File: src/rtl/tslot_pkg.sv
package tslot_pkg;

  typedef enum logic [1:0] {
    TS_UNASSIGNED = 2'b00,
    TS_HDLC       = 2'b01,
    TS_56K        = 2'b10,
    TS_VOICE      = 2'b11
  } ts_type_e;

  typedef enum logic [1:0] {
    MODE_E1T1  = 2'b00,
    MODE_DUAL  = 2'b01,
    MODE_QUAD  = 2'b10,
    MODE_QUADX = 2'b11
  } line_mode_e;

  // Number of table words a line mode needs, given the full table depth.
  function automatic int unsigned words_for_mode(input logic [1:0] mode,
                                                 input int unsigned total);
    case (mode)
      MODE_E1T1: return total / 4;
      MODE_DUAL: return total / 2;
      default:   return total;
    endcase
  endfunction

endpackage

File: src/rtl/tslot_table_loader.sv
module tslot_table_loader #(
  parameter int unsigned WORD_W    = 32,
  parameter int unsigned NUM_WORDS = 8,
  parameter int unsigned PTR_W     = $clog2(NUM_WORDS + 1)
) (
  input  logic                          clk,
  input  logic                          rst_n,
  input  logic                          load_start,
  input  logic                          wr_valid,
  input  logic [WORD_W-1:0]             wr_data,
  input  logic [1:0]                    line_mode,
  output logic [NUM_WORDS*WORD_W-1:0]   table_flat,
  output logic                          table_ready,
  output logic                          load_error
);
  import tslot_pkg::*;

  localparam logic [PTR_W-1:0] FULL = PTR_W'(NUM_WORDS);

  logic [PTR_W-1:0] wptr;
  logic [PTR_W-1:0] wr_slot;
  logic             wr_take;
  logic [PTR_W-1:0] need;

  // A write alongside load_start lands in position 1 (slot 0).
  assign wr_slot = load_start ? '0 : wptr;
  assign wr_take = wr_valid && (load_start || (wptr < FULL));

  always_ff @(posedge clk) begin
    if (!rst_n) begin
      wptr <= '0;
    end else if (load_start) begin
      wptr <= wr_valid ? PTR_W'(1) : '0;
    end else if (wr_take) begin
      wptr <= wptr + PTR_W'(1);
    end
  end

  always_ff @(posedge clk) begin
    if (!rst_n) begin
      load_error <= 1'b0;
    end else if (wr_valid && !load_start && (wptr == FULL)) begin
      load_error <= 1'b1;
    end
  end

  for (genvar w = 0; w < NUM_WORDS; w++) begin : g_word
    logic [WORD_W-1:0] word_q;
    always_ff @(posedge clk) begin
      if (!rst_n) begin
        word_q <= '0;
      end else if (wr_take && (wr_slot == PTR_W'(w))) begin
        word_q <= wr_data;
      end
    end
    assign table_flat[w*WORD_W +: WORD_W] = word_q;
  end

  assign need        = PTR_W'(words_for_mode(line_mode, NUM_WORDS));
  assign table_ready = (wptr >= need);

endmodule

File: src/rtl/tslot_sequencer.sv
module tslot_sequencer #(
  parameter int unsigned NUM_WORDS      = 8,
  parameter int unsigned SLOTS_PER_WORD = 16,
  parameter int unsigned IDX_W          = 7
) (
  input  logic             clk,
  input  logic             rst_n,
  input  logic             frame_start,
  input  logic             ts_strobe,
  input  logic [1:0]       line_mode,
  output logic [IDX_W-1:0] present_idx
);
  import tslot_pkg::*;

  logic [IDX_W-1:0] next_idx;
  logic [IDX_W-1:0] mask;
  logic [IDX_W-1:0] base;

  assign mask        = IDX_W'(words_for_mode(line_mode, NUM_WORDS) * SLOTS_PER_WORD - 1);
  assign base        = frame_start ? '0 : next_idx;
  assign present_idx = base & mask;

  always_ff @(posedge clk) begin
    if (!rst_n) begin
      next_idx <= '0;
    end else if (ts_strobe) begin
      next_idx <= (present_idx + IDX_W'(1)) & mask;
    end else if (frame_start) begin
      next_idx <= '0;
    end
  end

endmodule

File: src/rtl/tslot_type_decode.sv
module tslot_type_decode #(
  parameter int unsigned WORD_W    = 32,
  parameter int unsigned NUM_WORDS = 8,
  parameter int unsigned TYPE_W    = 2,
  parameter int unsigned IDX_W     = 7,
  parameter int unsigned SLOT_BITS = 4
) (
  input  logic                        clk,
  input  logic                        rst_n,
  input  logic                        fire,
  input  logic [IDX_W-1:0]            idx,
  input  logic [NUM_WORDS*WORD_W-1:0] table_flat,
  input  logic                        table_ready,
  output logic [TYPE_W-1:0]           ts_type,
  output logic [IDX_W-1:0]            ts_index,
  output logic                        is_unassigned,
  output logic                        is_hdlc,
  output logic                        is_voice,
  output logic                        is_56k
);
  import tslot_pkg::*;

  logic [WORD_W-1:0]    words [NUM_WORDS];
  logic [WORD_W-1:0]    sel_word;
  logic [WORD_W-1:0]    shifted;
  logic [SLOT_BITS-1:0] pos;
  logic [TYPE_W-1:0]    type_next;
  logic [3:0]           flags_next;

  for (genvar w = 0; w < NUM_WORDS; w++) begin : g_unpack
    assign words[w] = table_flat[w*WORD_W +: WORD_W];
  end

  assign sel_word  = words[idx[IDX_W-1:SLOT_BITS]];
  assign pos       = idx[SLOT_BITS-1:0];
  // Earlier timeslots sit in higher bit pairs: shift the wanted pair to the top.
  assign shifted   = sel_word << (int'(pos) * TYPE_W);
  assign type_next = table_ready ? shifted[WORD_W-1 -: TYPE_W] : '0;

  always_comb begin
    flags_next = 4'b0000;
    case (ts_type_e'(type_next))
      TS_HDLC:  flags_next[1] = 1'b1;
      TS_56K:   flags_next[2] = 1'b1;
      TS_VOICE: flags_next[3] = 1'b1;
      default:  flags_next[0] = 1'b1;
    endcase
  end

  always_ff @(posedge clk) begin
    if (!rst_n) begin
      ts_type       <= '0;
      ts_index      <= '0;
      is_unassigned <= 1'b1;
      is_hdlc       <= 1'b0;
      is_56k        <= 1'b0;
      is_voice      <= 1'b0;
    end else if (fire) begin
      ts_type       <= type_next;
      ts_index      <= idx;
      is_unassigned <= flags_next[0];
      is_hdlc       <= flags_next[1];
      is_56k        <= flags_next[2];
      is_voice      <= flags_next[3];
    end
  end

endmodule

File: src/rtl/tslot_classifier.sv
module tslot_classifier #(
  parameter int unsigned WORD_W    = 32,
  parameter int unsigned NUM_WORDS = 8,
  parameter int unsigned TYPE_W    = 2,
  localparam int unsigned SLOTS_PER_WORD = WORD_W / TYPE_W,
  localparam int unsigned MAX_SLOTS      = NUM_WORDS * SLOTS_PER_WORD,
  localparam int unsigned IDX_W          = $clog2(MAX_SLOTS),
  localparam int unsigned SLOT_BITS      = $clog2(SLOTS_PER_WORD),
  localparam int unsigned PTR_W          = $clog2(NUM_WORDS + 1)
) (
  input  logic              clk,
  input  logic              rst_n,
  input  logic              load_start,
  input  logic              wr_valid,
  output logic              wr_ready,
  input  logic [WORD_W-1:0] wr_data,
  input  logic [1:0]        line_mode,
  input  logic              frame_start,
  input  logic              ts_strobe,
  output logic [TYPE_W-1:0] ts_type,
  output logic [IDX_W-1:0]  ts_index,
  output logic              is_unassigned,
  output logic              is_hdlc,
  output logic              is_voice,
  output logic              is_56k,
  output logic              table_ready,
  output logic              load_error
);

  logic [NUM_WORDS*WORD_W-1:0] table_flat;
  logic [IDX_W-1:0]            present_idx;

  assign wr_ready = 1'b1;

  tslot_table_loader #(
    .WORD_W(WORD_W), .NUM_WORDS(NUM_WORDS), .PTR_W(PTR_W)
  ) u_loader (
    .clk(clk), .rst_n(rst_n), .load_start(load_start), .wr_valid(wr_valid),
    .wr_data(wr_data), .line_mode(line_mode), .table_flat(table_flat),
    .table_ready(table_ready), .load_error(load_error)
  );

  tslot_sequencer #(
    .NUM_WORDS(NUM_WORDS), .SLOTS_PER_WORD(SLOTS_PER_WORD), .IDX_W(IDX_W)
  ) u_seq (
    .clk(clk), .rst_n(rst_n), .frame_start(frame_start), .ts_strobe(ts_strobe),
    .line_mode(line_mode), .present_idx(present_idx)
  );

  tslot_type_decode #(
    .WORD_W(WORD_W), .NUM_WORDS(NUM_WORDS), .TYPE_W(TYPE_W),
    .IDX_W(IDX_W), .SLOT_BITS(SLOT_BITS)
  ) u_dec (
    .clk(clk), .rst_n(rst_n), .fire(ts_strobe), .idx(present_idx),
    .table_flat(table_flat), .table_ready(table_ready), .ts_type(ts_type),
    .ts_index(ts_index), .is_unassigned(is_unassigned), .is_hdlc(is_hdlc),
    .is_voice(is_voice), .is_56k(is_56k)
  );

endmodule

File: config.mk
export PLATFORM = sky130hd
export DESIGN_NAME = tslot_classifier
export DESIGN_NICKNAME = d
export VERILOG_FILES = /design/src/rtl/tslot_pkg.sv /design/src/rtl/tslot_table_loader.sv /design/src/rtl/tslot_sequencer.sv /design/src/rtl/tslot_type_decode.sv /design/src/rtl/tslot_classifier.sv
export SDC_FILE = /design/constraint.sdc
export NUM_CORES = 1
export LEC_CHECK = 0
export ABC_AREA = 1
export CAP_MARGIN = 10
export CORE_UTILIZATION = 25
export DETAILED_ROUTE_END_ITERATION = 7
export PLACE_DENSITY = 0.44
export REMOVE_ABC_BUFFERS = 1
export SYNTH_ARGS = -nofsm -noshare
export SYNTH_HDL_FRONTEND = slang
export SYNTH_SLANG_ARGS = --single-unit
File: constraint.sdc
create_clock -name clk -period 2.3 [get_ports clk]
set_input_delay 0.46 -clock clk [delete_from_list [all_inputs] [get_ports clk]]
set_output_delay 0.46 -clock clk [all_outputs]
set_load 0.005 [all_outputs]
Word-level counts from Yosys, hierarchy flattened
Cells that the tools add are included.
{"block": "totals", "wordCells": 71, "input_bits": 40, "out_inout_bits": 16, "reg_bits": 281}
{"block": "op_classes", "n_eq_ne": 12, "n_addsub": 3, "reduce_logical": 17, "n_shift": 1, "order_cmp": 3, "n_mux": 15, "bitwise_logic": 3}
{"op": "binary-select mux 32 bit (select 3 bit)", "n": 1}
{"op": "2-to-1 mux 32 bit", "n": 2}
{"op": "left shift 32 x 5 -> 32 bit", "n": 1}
{"op": "equality test 4 x 3 -> 1 bit, second input constant", "n": 4}
{"op": "bitwise AND 7 bit", "n": 2}
{"op": "2-to-1 mux 7 bit", "n": 2}
{"op": "2-to-1 mux 4 bit", "n": 3}
{"op": "logical AND 1 bit", "n": 11}
{"op": "equality test 4 x 2 -> 1 bit, second input constant", "n": 2}
{"op": "case mux 4 bit (2 select lines)", "n": 1}
{"op": "adder 7 x 1 -> 7 bit, second input constant", "n": 1}
{"op": "subtractor 7 x 1 -> 7 bit, second input constant", "n": 1}
{"op": "2-to-1 mux 1 bit", "n": 5}
{"op": "adder 4 x 1 -> 4 bit, second input constant", "n": 1}
{"op": "equality test 2 x 1 -> 1 bit, second input constant", "n": 2}
{"op": "equality test 2 bit, second input constant", "n": 2}
{"op": "equality test 4 x 1 -> 1 bit, second input constant", "n": 1}
{"op": "equality test 4 bit, second input constant", "n": 1}
{"op": "greater-or-equal comparator 4 bit", "n": 1}
{"op": "greater-or-equal comparator 4 bit, second input constant", "n": 1}
{"op": "logical NOT 4 bit", "n": 1}
{"op": "less-than comparator 4 bit, second input constant", "n": 1}
{"op": "NOT 3 -> 4 bit", "n": 1}
{"op": "OR reduction 3 bit", "n": 1}
{"op": "5 further kinds", "n": 5}

Longest topological paths before layout
{"block": "depth", "word_depth": 13, "depth_mapped": 18, "mapped_depth_nobuf": 15}

Hierarchy
Synthesis repeated with hierarchy kept, for this count alone.
{"block": "unflattened", "hier_cells": 2193, "area_unflattened_um2": 14058.5}
{"mod": "tslot_table_loader", "cells_per_inst": 1496, "area_each_um2": 10551.4, "instances": 1, "seq_area_each_um2": 5225.0}
{"mod": "tslot_type_decode", "cells_per_inst": 634, "area_each_um2": 3059.2, "instances": 1, "seq_area_each_um2": 260.2}
{"mod": "tslot_sequencer", "cells_per_inst": 61, "area_each_um2": 436.7, "instances": 1, "seq_area_each_um2": 140.1}
{"mod": "tslot_classifier", "cells_per_inst": 2, "area_each_um2": 11.3, "instances": 1, "seq_area_each_um2": 0.0}

Worst setup path after synthesis
OpenSTA, ideal clock, no wires.
{"block": "synth_timing", "kind": "input to register", "start": "in frame_start", "end": "reg u_dec.ts_type[1]", "required_time_ns": 2.229, "path_buffers": 2, "cell_stages": 15, "setup_time_ns": 0.071, "setup_slack_ns": 0.406, "arrival_ns": 1.824, "cell_sequence": "nor2_1 -> nand2_1 -> buf_4 -> buf_2 -> nand3_1 -> nand3_1 -> nand3_1 -> nand3_1 -> nand3_1 -> nand3_1 -> nand2_1 -> inv_2 -> nor2_2 -> nand2_1 -> a21oi_1"}
{"block": "synth_via", "elab_chain_cells": 8}
{"item": "start, declared", "line_no": "tslot_classifier.sv:18", "text": "input logic frame_start,"}
{"item": "2-to-1 mux 7 bit *", "line_no": "tslot_sequencer.sv:20", "text": "assign base = frame_start ? '0 : next_idx;"}
{"item": "bitwise AND 7 bit *", "line_no": "tslot_sequencer.sv:21", "text": "assign present_idx = base & mask;"}
{"item": "NOT 3 -> 4 bit (not written as such)", "line_no": "tslot_type_decode.sv:34", "text": "assign sel_word = words[idx[IDX_W-1:SLOT_BITS]];"}
{"item": "binary-select mux 32 bit (select 3 bit)", "line_no": "tslot_type_decode.sv:34"}
{"item": "2-to-1 mux 32 bit (not written as such) (2 in series)", "line_no": "tslot_type_decode.sv:34"}
{"item": "left shift 32 x 5 -> 32 bit *", "line_no": "tslot_type_decode.sv:37", "text": "assign shifted = sel_word << (int'(pos) * TYPE_W);"}
{"item": "2-to-1 mux 2 bit *", "line_no": "tslot_type_decode.sv:38", "text": "assign type_next = table_ready ? shifted[WORD_W-1 -: TYPE_W] : '0;"}
{"item": "end signal, assigned", "line_no": "tslot_type_decode.sv:59", "text": "ts_type <= type_next;"}
{"item": "end, declared", "line_no": "tslot_type_decode.sv:14", "text": "output logic [TYPE_W-1:0] ts_type,"}
Every way passes the cells marked *; elsewhere a longest branch is shown, timed or not. The select of a mux whose other input is x is not followed.
A chain may end at the register's enable or synchronous reset.

Worst setup path in the final report
{"block": "layout_timing", "start": "reg u_seq.next_idx[4]", "end": "reg u_dec.is_unassigned"}
{"block": "layout_via", "elab_chain_cells": 11, "elab_cells_between_ends": 13, "cone_classes": "eq/ne: 3; shift: 1; mux: 6; bitwise: 2; reduce/logical: 1"}
{"item": "start, declared", "line_no": "tslot_sequencer.sv:15", "text": "logic [IDX_W-1:0] next_idx;"}
{"item": "start signal, assigned", "line_no": "tslot_sequencer.sv:27", "text": "next_idx <= (present_idx + IDX_W'(1)) & mask;"}
{"item": "2-to-1 mux 7 bit *", "line_no": "tslot_sequencer.sv:20"}
{"item": "bitwise AND 7 bit *", "line_no": "tslot_sequencer.sv:21"}
{"item": "NOT 3 -> 4 bit (not written as such) *", "line_no": "tslot_type_decode.sv:34"}
{"item": "binary-select mux 32 bit (select 3 bit) *", "line_no": "tslot_type_decode.sv:34"}
{"item": "2-to-1 mux 32 bit (not written as such) * (2 in series)", "line_no": "tslot_type_decode.sv:34"}
{"item": "left shift 32 x 5 -> 32 bit *", "line_no": "tslot_type_decode.sv:37"}
{"item": "2-to-1 mux 2 bit *", "line_no": "tslot_type_decode.sv:38"}
{"item": "equality test 2 x 1 -> 1 bit / equality test 2 bit (equally long branches)", "line_no": "tslot_type_decode.sv:42", "text": "case (ts_type_e'(type_next))"}
{"item": "OR reduction 3 bit (no source line) *"}
{"item": "2-to-1 mux 1 bit *", "line_no": "tslot_type_decode.sv:42"}
{"item": "end signal, assigned", "line_no": "tslot_type_decode.sv:61", "text": "is_unassigned <= flags_next[0];"}
{"item": "end, declared", "line_no": "tslot_type_decode.sv:16", "text": "output logic is_unassigned,"}
Marks and branches as above.

==> results.toml <==
[run_status]
status = "complete, no violations"

[worst_setup_path]
critPathKind = "flip-flop to flip-flop"
critPathArrivalTime_ns = 2.62
critPathMaxFanout = 38
start_kind = "flip-flop"
required_ns = 2.72
end_kind = "flip-flop"

[flow_run]
timing.max_cap.violations = 0

[floorplan]
chipHeight_microns = 228
placementRows = 82
die_w_microns = 228
initial_core_util_pct = 25.4
core_sq_um = 50300
io_pins = 56
dieArea_sq_um = 52000

[power_and_ir_drop]
p_leak_uw = 0.00681
power_frac_seq_pct = 43.3
internal-power_uw = 8800
p_per_area_nw_per_um2 = 703
swShare_pct = 23.7
comb_power_share_pct = 7.1
clockPowerShare_pct = 49.6
power.switching_uw = 2740
vdd_ir_drop_max_mv = 0.378

[logic_synthesis]
syn_area_sq_um = 12800
synthAdderAreaFrac_pct = 0.587
yosys.area_share.simple_pct = 24.2
synth_xor_area_share_pct = 0
yosysUniqueCellTypes = 27
avgSynthCellArea_sq_um = 6.74
synth_ff_type = "dfxtp_1"
synth_top_family_by_area = "simple AND/OR/NAND/NOR gates"
ys_ff_latch = 281
synth_cells = 1895
synth-async-reset-ratio_pct = 0
synth_mux_area_share_pct = 0
synth_compound_area_share_pct = 19.6
yosysWarningCount = 0
synth-edff-count = 0
synth-seq-area-share_pct = 44.0

[drt]
met1_length_mm = 20.9
top_layer = "met4"
post_drt_wl_per_cell_microns = 16.2
vias = 12200
drtIter0Drc = 787
dr_wl_met2_mm = 20.0
routed_wl_mm = 43.3
ant_nets = 0
routed-wl-met3_mm = 1.39
avgViaCountPerCell = 4.58
drc = 0
first_pass_iters = 5

[global_route]
antenna_found_initial = 0
overflow = 0
grt_pass1_vias = 11900
grt_usage_pct = 16.7
grt_pass1_wl_mm = 68.7
grt_max_degree = 92

[sta]
layout_setup_ws_ns = 0.107
min_period_ns = 2.19
setup_viol = 0
fin_crit_sh_pct = 95.3
rsz0062_at_grt = "false"
maxSlewViolCount = 0
hold_viol = 0
max_freq_mhz = 456
final.setup_skew_ns = 0.0189

[clock_network]
htreeDepth = 2
clk_path_buf_depth = 3
clock_latency_ns = 0.54
clock_sink_count = 281
cts_made_buffers = 36
cts-root-buf = "clkbuf_16"
cts_tree = "yes"
clk_pin_slew_ns = 0.06
hold_buffers = 0

[placement]
hpwlAfterDp_mm = 27.9
gp_congestion = 0.816
portBuffers = 54
dpl_cell_area_sq_um = 15000
pre_cts_slack_ns = -0.627

[min_path]
hp-class = "input port to flip-flop"

[final_layout]
fillers = 5463
drive_above_1_share_pct = 11.0
diodes = 0
fin_nets = 2023
syn2layout_area_growth_pct = 28.5
final_cell_area_sq_um = 16400
[power by group through the flow]
stage | logic, uW | registers [uW] | clock network [uW]
6_report | 818 | 5000 | 5720
5_1_grt | 918 | 5010 | 6100
4_1_cts | 813 | 5000 | 5910
3_5_place_dp | 808 | 5110 | 0
3_3_place_gp | 802 | 5100 | 0
2_1_floorplan | 361 | 5100 | 0
[worst paths after layout]
path,end,cells past startpoint,start,slack (ns)
max,u_dec.is_unassigned$_SDFFE_PN1P_,16,u_seq.next_idx[4]$_SDFF_PN0_,0.11
min,u_loader.g_word[7].word_q[7]$_SDFFE_PN0P_,3,rst_n,0.31
max reg2reg,u_dec.is_unassigned$_SDFFE_PN1P_,16,u_seq.next_idx[4]$_SDFF_PN0_,0.11
min reg2reg,u_loader.g_word[0].word_q[11]$_SDFFE_PN0P_,2,u_loader.g_word[0].word_q[11]$_SDFFE_PN0P_,0.45
[per-layer routing]
metal / GRT usage [%] / up-vias
met1: 22.3 / 5714
met2: 27.8 / 200
li1: - / 6277
met5: 0 / -
met3: 2.06 / 57
met4: 5.43 / 0
[registers in the layout (all words and copies together) (netlist names)]
register / flops
u_dec.is_unassigned: 1
u_dec.ts_index: 7
u_loader.wptr: 4
u_loader.g_word.word_q: 256
u_seq.next_idx: 7
u_dec.is_voice: 1
u_dec.is_hdlc: 1
u_dec.is_56k: 1
u_loader.load_error: 1
u_dec.ts_type: 2
[worst max-delay path: stages (launching register included)]
cell and delay, ns:
dfxtp_2 0.35, buf_4 0.14, nand2_4 0.09, buf_16 0.20, buf_12 0.16, nand2_1 0.06
nand3_1 0.08, nand2_1 0.06, nand2_1 0.05, nand3_1 0.14, nand3_1 0.15, nand3_1 0.13
nand2_1 0.05, nand2_1 0.07, nand2_2 0.08, o21ai_2 0.15, o21ai_1 0.08
[timing repair]
item / in CTS / in global routing
cloned: 1 / 0
endpoints found under the setup margin: 6 / 7
gates resized for setup: 17 / 14
setup buffers: 7 / 1
pin swaps: 3 / 5
[cell usage in the layout (no fill, tap or decap), types with 2 or more instances in the layout]
cell | netlist | final
a31oi_1 | 2 | 2
dfxtp_1 | 281 | 279
clkinv_1 | 9 | 3
dfxtp_2 | 0 | 2
o21ai_0 | 271 | 271
clkbuf_8 | 0 | 11
nor2_1 | 164 | 162
inv_2 | 5 | 14
clkbuf_1 | 90 | 7
buf_4 | 16 | 77
buf_6 | 1 | 2
a21oi_1 | 209 | 208
nand2_2 | 2 | 4
nand2_1 | 360 | 357
inv_6 | 0 | 2
dlygate4sd2_1 | 0 | 3
clkdlybuf4s50_1 | 0 | 49
nand3_2 | 0 | 7
clkbuf_16 | 0 | 37
ha_1 | 6 | 5
nand3_1 | 206 | 199
nor2_2 | 4 | 3
nor4_1 | 3 | 3
inv_1 | 215 | 212
bufinv_16 | 0 | 2
clkinv_2 | 0 | 3
nand4_1 | 2 | 2
nor3_1 | 6 | 6
buf_16 | 0 | 2
buf_12 | 0 | 46
o211ai_1 | 7 | 7
nor2_4 | 0 | 3
[synthesized netlist by cell type (7+ instances only)]
library cell  number  share of area, %
clkbuf_1          90               2.6
nand2_1          360                11
inv_1            215               6.3
clkinv_1           9              0.26
nand3_1          206               8.1
o211ai_1           7              0.41
buf_2             28               1.1
o21ai_0          271                11
nor2_1           164               4.8
buf_4             16              0.94
dfxtp_1          281                44
a21oi_1          209               8.2
[stage by stage]
step	hold slack [ns]	setup TNS [ns]	power, uW	cells	utilization, %
after detailed placement	0.440	-17.35	5910	2603	29.9
after floorplan	0.420	-37.43	5460	1758	-
after CTS	0.282	0	11700	2673	32.6
after global placement	0.428	-20.15	5910	2603	29.9
final	0.314	0	11500	2673	32.7
after global routing	0.316	0	12000	2673	32.7
[logic make-up after synthesis]
kind of cell / count (synthesis)
adders and majority gates: 6
DFF: 281
and+or+nand+nor: 747
AOI/OAI and AO/OA: 494
other: 1
buffers and inverters: 366
[layout make-up]
cell class | instances | area, sq um | share of cell area (%)
Multi-Input combinational cell | 1248 | 5760 | 35.1
Inverter | 229 | 860 | 5.24
Clock inverter | 7 | 92.6 | 0.564
Sequential cell | 281 | 5630 | 34.3
Clock buffer | 55 | 1100 | 6.72
Timing Repair Buffer | 181 | 2130 | 13.0
Tap cell | 672 | 841 | 5.12
No activity file was read; power rests on OpenSTA's default activity.
